**src/rtl/nsg_pkg.sv**
```systemverilog
package nsg_pkg;

    typedef enum logic [1:0] {
        ST_IDLE  = 2'd0,
        ST_FRAME = 2'd1,
        ST_PEND  = 2'd2
    } nsg_state_t;

    localparam logic [2:0] RNG_NONE = 3'b000;
    localparam logic [2:0] RNG_Q1   = 3'b001;
    localparam logic [2:0] RNG_Q2   = 3'b010;
    localparam logic [2:0] RNG_Q3   = 3'b011;
    localparam logic [2:0] RNG_Q4   = 3'b100;
    localparam logic [2:0] RNG_LOW  = 3'b101;
    localparam logic [2:0] RNG_BOT  = 3'b110;
    localparam logic [2:0] RNG_TOP  = 3'b111;

endpackage

```
**src/rtl/nsg_range_guard.sv**
```systemverilog
module nsg_range_guard #(
    parameter int ADDR_W     = 8,
    parameter int PAGE_BYTES = 16
) (
    input  logic [2:0]        rng,
    input  logic [ADDR_W-1:0] addr,
    output logic              locked
);
    import nsg_pkg::*;

    localparam int PG_W = $clog2(PAGE_BYTES);
    localparam int UP_W = ADDR_W - PG_W;

    logic [1:0]      quarter;
    logic [UP_W-1:0] upper;

    assign quarter = addr[ADDR_W-1 -: 2];
    assign upper   = addr[ADDR_W-1 -: UP_W];

    always_comb begin
        unique case (rng)
            RNG_NONE: locked = 1'b0;
            RNG_Q1:   locked = (quarter == 2'd0);
            RNG_Q2:   locked = (quarter == 2'd1);
            RNG_Q3:   locked = (quarter == 2'd2);
            RNG_Q4:   locked = (quarter == 2'd3);
            RNG_LOW:  locked = ~addr[ADDR_W-1];
            RNG_BOT:  locked = (upper == '0);
            RNG_TOP:  locked = &upper;
            default:  locked = 1'b1;
        endcase
    end

endmodule

```
**src/rtl/nsg_wel_latch.sv**
```systemverilog
module nsg_wel_latch (
    input  logic clk,
    input  logic rst_n,
    input  logic set_cmd,
    input  logic clr_cmd,
    input  logic busy,
    output logic wel
);
    logic busy_q;
    logic done;

    assign done = busy_q & ~busy;

    always_ff @(posedge clk or negedge rst_n) begin
        if (!rst_n) begin
            busy_q <= 1'b1;
            wel    <= 1'b0;
        end else begin
            busy_q <= busy;
            if (clr_cmd || done)
                wel <= 1'b0;
            else if (set_cmd && !busy)
                wel <= 1'b1;
        end
    end

endmodule

```
**src/rtl/nsg_frame_fsm.sv**
```systemverilog
module nsg_frame_fsm (
    input  logic       clk,
    input  logic       rst_n,
    input  logic       cs_n,
    input  logic       wp_n,
    input  logic       req,
    input  logic       is_status,
    input  logic       st_ok,
    input  logic       arr_ok,
    input  logic       new_wpen,
    input  logic [2:0] new_rng,
    output logic       permit,
    output logic       abort,
    output logic       commit,
    output logic       cmt_wpen,
    output logic [2:0] cmt_rng
);
    import nsg_pkg::*;

    nsg_state_t state_q, state_d;
    logic       wp_q;
    logic       wp_fall;
    logic       take;

    assign wp_fall = wp_q & ~wp_n;
    assign take    = req & is_status & st_ok & ~cs_n;

    // state register
    always_ff @(posedge clk or negedge rst_n) begin
        if (!rst_n) state_q <= ST_IDLE;
        else        state_q <= state_d;
    end

    // next state
    always_comb begin
        state_d = state_q;
        unique case (state_q)
            ST_IDLE, ST_FRAME: begin
                if (cs_n)      state_d = ST_IDLE;
                else if (take) state_d = ST_PEND;
                else           state_d = ST_FRAME;
            end
            ST_PEND: begin
                if (cs_n)         state_d = ST_IDLE;
                else if (wp_fall) state_d = ST_FRAME;
                else              state_d = ST_PEND;
            end
            default: state_d = ST_IDLE;
        endcase
    end

    assign commit = (state_q == ST_PEND) & cs_n;

    // outputs and pending value
    always_ff @(posedge clk or negedge rst_n) begin
        if (!rst_n) begin
            wp_q     <= 1'b1;
            permit   <= 1'b0;
            abort    <= 1'b0;
            cmt_wpen <= 1'b0;
            cmt_rng  <= 3'b000;
        end else begin
            wp_q   <= wp_n;
            permit <= req & ~cs_n & (is_status ? st_ok : arr_ok);
            abort  <= (state_q == ST_PEND) & ~cs_n & wp_fall;
            if (take) begin
                cmt_wpen <= new_wpen;
                cmt_rng  <= new_rng;
            end
        end
    end

endmodule

```
**src/rtl/nvm_status_guard.sv**
```systemverilog
module nvm_status_guard #(
    parameter int ADDR_W     = 8,
    parameter int PAGE_BYTES = 16
) (
    input  logic              clk,
    input  logic              rst_n,
    input  logic              cs_n,
    input  logic              wp_n,
    input  logic              busy_i,
    input  logic              wren_cmd,
    input  logic              wrdis_cmd,
    input  logic              wr_req,
    input  logic              wr_is_status,
    input  logic [ADDR_W-1:0] wr_addr,
    input  logic [7:0]        wr_data,
    output logic              wr_permit,
    output logic              wr_abort,
    output logic [7:0]        status_o
);
    logic       wel;
    logic       locked;
    logic       st_ok;
    logic       arr_ok;
    logic       commit;
    logic       cmt_wpen;
    logic [2:0] cmt_rng;
    logic       wpen_q;
    logic [2:0] rng_q;
    logic       unused_bits;

    assign unused_bits = ^{wr_data[6:5], wr_data[1:0]};

    nsg_range_guard #(.ADDR_W(ADDR_W), .PAGE_BYTES(PAGE_BYTES)) u_range (
        .rng    (rng_q),
        .addr   (wr_addr),
        .locked (locked)
    );

    nsg_wel_latch u_wel (
        .clk     (clk),
        .rst_n   (rst_n),
        .set_cmd (wren_cmd),
        .clr_cmd (wrdis_cmd),
        .busy    (busy_i),
        .wel     (wel)
    );

    assign arr_ok = wel & ~locked;
    assign st_ok  = wel & ~(wpen_q & ~wp_n);

    nsg_frame_fsm u_fsm (
        .clk       (clk),
        .rst_n     (rst_n),
        .cs_n      (cs_n),
        .wp_n      (wp_n),
        .req       (wr_req),
        .is_status (wr_is_status),
        .st_ok     (st_ok),
        .arr_ok    (arr_ok),
        .new_wpen  (wr_data[7]),
        .new_rng   (wr_data[4:2]),
        .permit    (wr_permit),
        .abort     (wr_abort),
        .commit    (commit),
        .cmt_wpen  (cmt_wpen),
        .cmt_rng   (cmt_rng)
    );

    always_ff @(posedge clk or negedge rst_n) begin
        if (!rst_n) begin
            wpen_q <= 1'b0;
            rng_q  <= 3'b000;
        end else if (commit) begin
            wpen_q <= cmt_wpen;
            rng_q  <= cmt_rng;
        end
    end

    assign status_o = {wpen_q, 2'b11, rng_q, wel, busy_i};

endmodule

```
**config.mk**
```make
export PLATFORM = sky130hd
export DESIGN_NAME = nvm_status_guard
export DESIGN_NICKNAME = d
export VERILOG_FILES = /design/src/rtl/nsg_pkg.sv /design/src/rtl/nsg_range_guard.sv /design/src/rtl/nsg_wel_latch.sv /design/src/rtl/nsg_frame_fsm.sv /design/src/rtl/nvm_status_guard.sv
export SDC_FILE = /design/constraint.sdc
export NUM_CORES = 1
export LEC_CHECK = 0
export ABC_CLOCK_PERIOD_IN_PS = 4200
export BUFFER_PORTS_ARGS = -buffer_cell sky130_fd_sc_hd__clkbuf_2
export CAP_MARGIN = 15
export CORE_MARGIN = 4
export CORE_UTILIZATION = 47
export CTS_CLUSTER_SIZE = 25
export DETAILED_ROUTE_END_ITERATION = 8
export PLACE_DENSITY_LB_ADDON = 0.3
export SETUP_SLACK_MARGIN = 0.2
export SLEW_MARGIN = 40
export SYNTH_ARGS = -nofsm -noshare
export SYNTH_HDL_FRONTEND = slang
export SYNTH_HIERARCHICAL = 1
export SYNTH_SLANG_ARGS = --single-unit
```
**constraint.sdc**
```tcl
create_clock -name clk -period 4.2 [get_ports clk]
set_clock_uncertainty 0.05 [all_clocks]
set_input_delay 0.21 -clock clk [delete_from_list [all_inputs] [get_ports clk]]
set_output_delay 0.21 -clock clk [all_outputs]
set_load 0.1 [all_outputs]
```
==> results.yml, run 1 <==
outcome:
  status: "completed"
synth:
  netlist_instances: 60
  yosys.area.top_type: "dfrtp_1"
  synth_edf_count: 0
  ys_ff_latch: 15
  synthTopCellsByArea: "dfrtp_1, mux2_2, dfstp_2, buf_4, nand4b_4"
  postSynthAreaPerCell_sq_um: 12.4
  synth_top_area_share: 0.438
  syn-cell-area_sq_um: 743
  async_flop_share: 1.00
  synth_cell_types: 28
  ys_seq_area_frac: 0.508
  ys_warn_count: 6
  synthFlopType: "dfrtp_1"
pwr:
  vdd_drop_max_mv: 0.217
  p_per_area_nw_per_um2: 373
  power_leakage_nw: 0.469
die:
  die_area_sq_um: 2280
  ioPinCount: 35
  die_w_um: 47.8
  fp-row-count: 14
  core_area_sq_um: 1510
  initial_core_util: 0.493
  die_h_um: 47.8
placement:
  dp_hpwl_um: 1070
  port-buffer-count: 24
  gp_congestion: 0.697
  dp_cells: 96
global_route:
  gr-usage-all-layers: 0.154
  antenna_found_initial: 0
  grt_overflow: 0
  grt_max_degree: 16
  top_usage_layer: "met2"
  first_global_vias: 558
  grt_pass1_wl_um: 2420
  met3_usage: 0.0226
  gr-usage-met1: 0.196
  met2_usage: 0.245
worst_setup_path:
  startpoint_type: "input pin"
  timing.rr.end: "u_fsm/permit$_DFF_PN0_"
  cp-endpoint: "u_fsm/cmt_rng[0]$_DFFE_PN0P_"
  end_kind: "flip-flop"
  timing.rr.start: "rng_q[0]$_DFFE_PN0P_"
  cp.required_ns: 4.33
  regToRegSetupSlack_ns: 2.43
  crit_path_max_fanout: 5
  cp-startpoint: "wp_n"
  worstSetupPathType: "input pin to flip-flop"
  worstPathArrival_ns: 1.91
  reg2reg_depth: 6
clocking:
  clockRootBuffer: "clkbuf_4"
  cts_made_buffers: 3
  cts_tree: "done"
  cts.sinks: 15
  cts_max_level: 1
  clk_path_buf_depth: 2
  postCtsResizedCells: 0
  ctsHoldBuffers: 3
  cts_setup_buffers: 0
  clkTransAtPathRegs_ns: 0.10
  clk_latency_ns: 0.29
sta:
  fmax_ghz: 0.563
  setup_violations: 0
  tightest_slew_ns: 0.542
  rsz0062_at_grt: "false"
  finalCritPeriodShare: 0.423
  fin_setup_tns_ns: 0
  finalHoldViolCount: 0
  max_slew_margin: 0.635
  drv_slew: 0
  finalCriticalPeriod_ns: 1.78
min_path:
  min_path_type: "input pin to flip-flop"
detailed_routing:
  vias: 544
  wl_um: 1410
  ant_nets: 0
  drt-initial-drc-count: 9
  via_per_inst: 5.28
  wl_per_cell_um: 13.7
  drc_errors: 0
  dr.pass1.iters: 4
layout:
  drive_gt1_frac: 0.494
  final_nets: 113
  finalNonFillerCells: 103
  area_growth_pct: 22.1
  n_antenna_cell: 0
run:
  cap_violations: 0
flip-flops by register name, indices dropped and copies added, names as in the netlist:
signal,count
u_wel/wel,1
wpen_q,1
u_wel/busy_q,1
u_fsm/cmt_wpen,1
u_fsm/abort,1
rng_q,3
u_fsm/cmt_rng,3
u_fsm/wp_q,1
u_fsm/state_q,2
u_fsm/permit,1
how the worst min path moves through the flow:
stage	start	to	slack, ns	cells after the start
after floorplan	rst_n	rng_q[0]$_DFFE_PN0P_	-0.14	0
after global placement	rst_n	u_fsm/cmt_rng[2]$_DFFE_PN0P_	0.09	1
after detailed placement	rst_n	u_fsm/cmt_rng[2]$_DFFE_PN0P_	0.09	1
after CTS	wrdis_cmd	u_wel/wel$_DFFE_PN0P_	0.005	2
after global routing	wrdis_cmd	u_wel/wel$_DFFE_PN0P_	0.002	2
final	wrdis_cmd	u_wel/wel$_DFFE_PN0P_	0.01	2
area by class of cell:
cell class,count,area [sq um]
Tap cell,16,20.0
Fill cell,138,599
Multi-Input combinational cell,37,317
Timing Repair Buffer,27,150
Clock inverter,1,5.00
Inverter,4,15.0
Sequential cell,15,378
Clock buffer,3,22.5
worst max-delay path: stages:
cell           delay, ns
dlygate4sd3_1       0.52
clkbuf_2            0.13
inv_1               0.04
a21boi_0            0.45
nand4b_4            0.23
mux2_2              0.33
synthesized netlist by cell type, types with 2 or more instances:
cell,n
dfstp_2,2
buf_4,5
nor2_1,2
nand2b_1,3
inv_1,4
dfrtp_1,13
mux2_2,9
nor2b_1,2
through the flow:
step                utilization  power (mW)  area, sq um  worst slack [ns]  hold WS, ns
floorplan                     -       0.235          747              1.94       -0.136
global placement          0.564       0.252          850              2.48       0.0904
detailed placement        0.564       0.256          850              2.44       0.0924
CTS                       0.602       0.342          907              2.41      0.00547
global route              0.602       0.357          907              2.30      0.00229
finish                    0.602       0.338          907              2.42       0.0134
power by group:
| group | switching [mW] | total, mW | internal, mW | leakage (nW) |
|---|---|---|---|---|
| clock network | 0.0488 | 0.0842 | 0.0354 | 0.0177 |
| logic | 0.0583 | 0.0841 | 0.0258 | 0.257 |
| registers | 0.0104 | 0.170 | 0.160 | 0.194 |
placed cells by master (no fill, tap or decap), drive strengths merged, types with 2 or more instances in the layout:
cell / Yosys / layout
clkbuf: 0 / 27
conb: 1 / 2
dfrtp: 13 / 13
dfstp: 2 / 2
dlygate4sd3: 0 / 3
inv: 4 / 4
mux2: 9 / 9
nand2b: 3 / 3
nand4b: 2 / 2
nor2: 2 / 2
nor2b: 2 / 2
cells by family after synthesis:
| logic type | after synthesis | share of synthesized area |
|---|---|---|
| AO/OA/AOI/OAI | 10 | 0.123 |
| buffers and inverters | 9 | 0.0707 |
| flip-flops | 15 | 0.508 |
| multiplexers | 9 | 0.136 |
| other | 1 | 0.00505 |
| AND/OR/NAND/NOR | 16 | 0.157 |
layer usage:
| metal | up-vias | share of wire |
|---|---|---|
| li1 | 266 | - |
| met1 | 260 | 0.45 |
| met2 | 16 | 0.48 |
| met3 | 2 | 0.062 |
| met4 | 0 | 0.011 |
| met5 | - | 0 |
Power figures use the tool's default switching activity.
==> run 2: changes to the inputs <==
- ABC_CLOCK_PERIOD_IN_PS: 4200 -> 1600
- CORE_ASPECT_RATIO: not set -> 1.4
- CORE_UTILIZATION: 47 -> 40
- clock period: 4.2 -> 1.6 ns (I/O delays scaled with it)
==> results.yml, run 2 (same netlist as run 1, synthesis figures left out) <==
worst_setup_path:
  worstSetupPathType: "flip-flop to flip-flop"
  end_kind: "flip-flop"
  timing.rr.start: "rng_q[0]$_DFFE_PN0P_"
  cp.required_ns: 1.73
  timing.rr.end: "u_fsm/permit$_DFF_PN0_"
  crit_path_max_fanout: 8
  reg2reg_depth: 6
  regToRegSetupSlack_ns: -0.09
  startpoint_type: "flip-flop"
  cp-startpoint: "rng_q[0]$_DFFE_PN0P_"
  worstPathArrival_ns: 1.81
layout:
  area_growth_pct: 36.7
  largestRegisters: "rng_q: 3 flops, u_fsm/cmt_rng: 3 flops, u_fsm/state_q: 2 flops"
  final_common_cell: "clkbuf_2"
  drive_gt1_frac: 0.521
  n_antenna_cell: 0
  layout_common_cells: "clkbuf_2, dlygate4sd3_1, dfrtp_1"
  fin_util: 0.578
  final_nets: 122
detailed_routing:
  drt-initial-drc-count: 12
  dr.pass1.iters: 4
  vias: 601
  ant_nets: 0
  via_per_inst: 5.18
  wl_per_cell_um: 11.8
  drc_errors: 0
  wl_um: 1370
clocking:
  clk_path_buf_depth: 2
  cts_tree: "done"
  clk_latency_ns: 0.28
  cts.sinks: 15
  clockRootBuffer: "clkbuf_4"
  clkTransAtPathRegs_ns: 0.09
  cts_max_level: 1
  cts_made_buffers: 3
die:
  initial_core_util: 0.423
  ioPinCount: 35
  die_area_sq_um: 2620
  core_area_sq_um: 1760
  fp-row-count: 18
  die_h_um: 59
  die_w_um: 44.4
outcome:
  violations: "setup timing"
  status: "finished with violations"
placement:
  gp_congestion: 0.700
  dp_hpwl_um: 1050
  port-buffer-count: 24
min_path:
  hold_start: "wp_n"
  holdPathStages: 3
  min_path_type: "input pin to flip-flop"
  hold_end: "u_fsm/abort$_DFF_PN0_"
sta:
  tightest_slew_ns: 0.541
  fmax_ghz: 0.593
  finalHoldViolCount: 0
  whs_ns: 0.0614
  worst_slack_ns: -0.0873
  finalCriticalPeriod_ns: 1.69
  finalCritPeriodShare: 1.05
  drv_slew: 0
  rsz0062_at_grt: "true"
  setup_violations: 1
  fin_setup_tns_ns: -0.0873
  max_slew_margin: 0.641
global_route:
  grt_max_degree: 16
  first_global_vias: 596
  grt_overflow: 0
  met3_usage: 0.0213
  gr-usage-met1: 0.136
  top_usage_layer: "met2"
  met2_usage: 0.217
  gr-usage-all-layers: 0.124
  grt_pass1_wl_um: 2420
  antenna_found_initial: 0
pwr:
  p_per_area_nw_per_um2: 885
  power_leakage_nw: 0.506
  power.total_mw: 0.900
  vdd_drop_max_mv: 0.562
run:
  cap_violations: 0
[run 2: repair_timing]
| action | 4_1_cts | 5_1_grt |
|---|---|---|
| cloned | 0 | 0 |
| endpoints found under the setup margin | 6 | 4 |
| hold buffers | 10 | 0 |
| gates resized for setup | 2 | 2 |
| pin swaps | 1 | 0 |
| setup buffers | 0 | 0 |
| hold endpoints to repair | 24 | 0 |
[run 2: final cells by class]
type / instances / area, sq um
inverter: 4 / 15.0
multi-input combinational: 37 / 327
timing repair buffer: 36 / 238
tap: 20 / 25.0
clock inverter: 1 / 5.00
sequential: 15 / 384
fill: 152 / 741
clock buffer: 3 / 22.5
[run 2: worst max-delay path by stage]
| stage | end | slack [ns] | cells past startpoint |
|---|---|---|---|
| CTS | u_fsm/permit$_DFF_PN0_ | -0.06 | 6 |
| finish | u_fsm/permit$_DFF_PN0_ | -0.09 | 6 |
| global placement | u_fsm/permit$_DFF_PN0_ | -0.05 | 6 |
| floorplan | u_fsm/permit$_DFF_PN0_ | -0.24 | 6 |
| global route | u_fsm/permit$_DFF_PN0_ | -0.15 | 6 |
| detailed placement | u_fsm/permit$_DFF_PN0_ | -0.08 | 6 |
[run 2: power breakdown]
part	switching, mW	leakage, nW	total, mW	internal (mW)
clock	0.118	0.0177	0.211	0.0928
combinational	0.156	0.300	0.241	0.0849
sequential	0.0265	0.189	0.448	0.421
total	0.301	0.506	0.900	0.599
[run 2: per-stage QoR]
step | setup WS, ns | instances | area (sq um)
after floorplan | -0.245 | 61 | 753
after global placement | -0.0478 | 102 | 876
after detailed placement | -0.0814 | 102 | 876
after CTS | -0.0605 | 116 | 1010
after global routing | -0.147 | 116 | 1020
final | -0.0873 | 116 | 1020
[run 2: worst max-delay path, cell delays in order, from the launching register on]
cell and delay, ns:
dfrtp_4 0.46, or3b_1 0.35, a31oi_1 0.16, a221o_2 0.14
nor2b_1 0.04, mux2_2 0.25, and3_1 0.14
[run 2: routing by layer]
metal / up-vias / wire (um)
met1: 285 / 520
met2: 23 / 697
met4: 0 / 38
li1: 288 / -
met3: 5 / 109
met5: - / 0
==> run 3: changes to the inputs <==
- ABC_AREA: not set -> 1
- CORE_MARGIN: 4 -> 5
==> results.yml, run 3 <==
sta:
  fmax_ghz: 0.742
  tightest_slew_ns: 0.543
  drv_slew: 0
  worst_slack_ns: 0.251
  max_slew_margin: 0.639
  fin_setup_tns_ns: 0
  finalCritPeriodShare: 0.843
  finalCriticalPeriod_ns: 1.35
  setup_violations: 0
  rsz0062_at_grt: "false"
  finalHoldViolCount: 1
  whs_ns: -0.0101
synth:
  ys_warn_count: 6
  synth_cell_types: 18
  netlist_instances: 95
  yosys.area.top_type: "dfrtp_1"
  synthTopCellsByArea: "dfrtp_1, nand2_1, inv_1, dfstp_2, buf_4"
  synth.most_common_cell: "nand2_1"
  postSynthAreaPerCell_sq_um: 7.90
  ys_ff_latch: 15
  synthFlopType: "dfrtp_1"
  synth_edf_count: 0
  synthTopCellsByCount: "nand2_1, inv_1, dfrtp_1"
  syn-cell-area_sq_um: 751
  synth_top_area_share: 0.433
  ys_seq_area_frac: 0.503
  async_flop_share: 1.00
worst_setup_path:
  crit_family: "flip-flops"
  worstPathArrival_ns: 1.22
  startpoint_type: "flip-flop"
  crit_path_max_fanout: 7
  worstSetupPathType: "flip-flop to output pin"
  cp.required_ns: 1.47
  crit_chain: "clkbuf_2"
  max_stage_delay_ns: 0.47
  crit_buf_inv: 1
  crit_path_top_delay_cell: "dfrtp_4"
  end_kind: "output pin"
clocking:
  cts.sinks: 15
  cts_max_level: 1
  cts_tree: "done"
  clkTransAtPathRegs_ns: 0.08
  clk_latency_ns: 0.28
  clk_path_buf_depth: 2
  clockRootBuffer: "clkbuf_4"
  cts_made_buffers: 3
global_route:
  first_global_vias: 595
  grt_pass1_wl_um: 2410
  top_usage_layer: "met2"
  gr-usage-all-layers: 0.120
  grt_overflow: 0
  met3_usage: 0.0175
  gr-usage-met1: 0.129
  antenna_found_initial: 0
  met2_usage: 0.211
  grt_max_degree: 16
placement:
  dp_cells: 136
  placed_cell_area_sq_um: 878
  place_ws_ns: 0.373
  gp_congestion: 0.720
  dp_hpwl_um: 1200
  port-buffer-count: 24
layout:
  drive_gt1_frac: 0.289
  layout_common_cells: "nand2_1, clkbuf_2, inv_1"
  finalNonFillerCells: 148
  final_nets: 154
  largestRegisters: "rng_q: 3 flops, u_fsm/cmt_rng: 3 flops, u_fsm/state_q: 2 flops"
  area_growth_pct: 31.7
  final_common_cell: "nand2_1"
  n_antenna_cell: 0
  final_cell_area_sq_um: 988
outcome:
  status: "finished with violations"
  violations: "hold timing"
die:
  die_w_um: 46.6
  ioPinCount: 35
  die_h_um: 61.3
  fp-row-count: 18
  die_area_sq_um: 2860
  core_area_sq_um: 1780
  initial_core_util: 0.422
detailed_routing:
  vias: 674
  wl_um: 1490
  wl_per_cell_um: 10.1
  ant_nets: 0
  drc_errors: 0
  dr.pass1.iters: 4
  drt-initial-drc-count: 6
  via_per_inst: 4.55
pwr:
  power_leakage_nw: 0.568
  p_per_area_nw_per_um2: 1020
  power.total_mw: 1.01
  vdd_drop_max_mv: 0.495
run:
  cap_violations: 0
min_path:
  min_path_type: "input pin to flip-flop"
==> run 3: cell count changes after synthesis, sizes merged, moves of 2 or more <==
cell	before	now
a21oi	1	3
inv	4	16
mux2	9	0
nand2	1	29
nand2b	3	0
nand3	0	7
nand4b	2	0
nor2	2	8
nor2b	2	0
o21ai	0	6
==> run 3: metal layers <==
layer | up-vias | share of wire
met3 | 4 | 0.068
met1 | 301 | 0.42
met5 | - | 0
met4 | 0 | 0.029
met2 | 21 | 0.48
li1 | 348 | -
==> run 3: final timing paths <==
check	startpoint	endpoint	slack, ns	cells after the start
worst max-delay path	rng_q[2]$_DFFE_PN0P_	status_o[4]	0.25	1
worst min-delay path	wren_cmd	u_wel/wel$_DFFE_PN0P_	-0.01	3
worst max register to register	rng_q[2]$_DFFE_PN0P_	u_fsm/permit$_DFF_PN0_	0.37	7
worst min register to register	u_fsm/cmt_wpen$_DFFE_PN0P_	u_fsm/cmt_wpen$_DFFE_PN0P_	0.43	2
max in group asynchronous	rst_n	u_fsm/wp_q$_DFF_PN1_	1.01	2
min in group asynchronous	rst_n	u_fsm/state_q[1]$_DFF_PN0_	0.19	2
==> run 3: where the power goes <==
group	internal, mW	switching, mW
registers	0.432	0.0359
clock network	0.0967	0.114
logic	0.0795	0.248
==> run 3: per-stage QoR <==
step	util	hold WS, ns
finish	0.556	-0.0101
global route	0.556	0.0240
CTS	0.559	0.00954
detailed placement	0.494	-0.0430
global placement	0.494	-0.0429
floorplan	-	-0.266
==> run 3: timing repair <==
action | in CTS | in global routing
endpoints found under the setup margin | 0 | 1
hold endpoints to repair | 22 | 0
buffers inserted | 0 | 0
hold buffers | 9 | 0
resized for setup | 0 | 1
==> run 3: layout make-up <==
cell class	instances	area, sq um
Tap cell	20	25.0
Timing Repair Buffer	33	208
Sequential cell	15	387
Clock buffer	4	26.3
Inverter	16	60.1
Multi-Input combinational cell	60	283
Fill cell	180	791
==> run 3: cell families after synthesis <==
| family | after synthesis | share of synthesized area |
|---|---|---|
| buf+inv | 21 | 0.130 |
| xor+xnor | 2 | 0.0233 |
| simple gates | 46 | 0.268 |
| other cells | 1 | 0.00500 |
| compound gates | 10 | 0.0700 |
| flops | 15 | 0.503 |
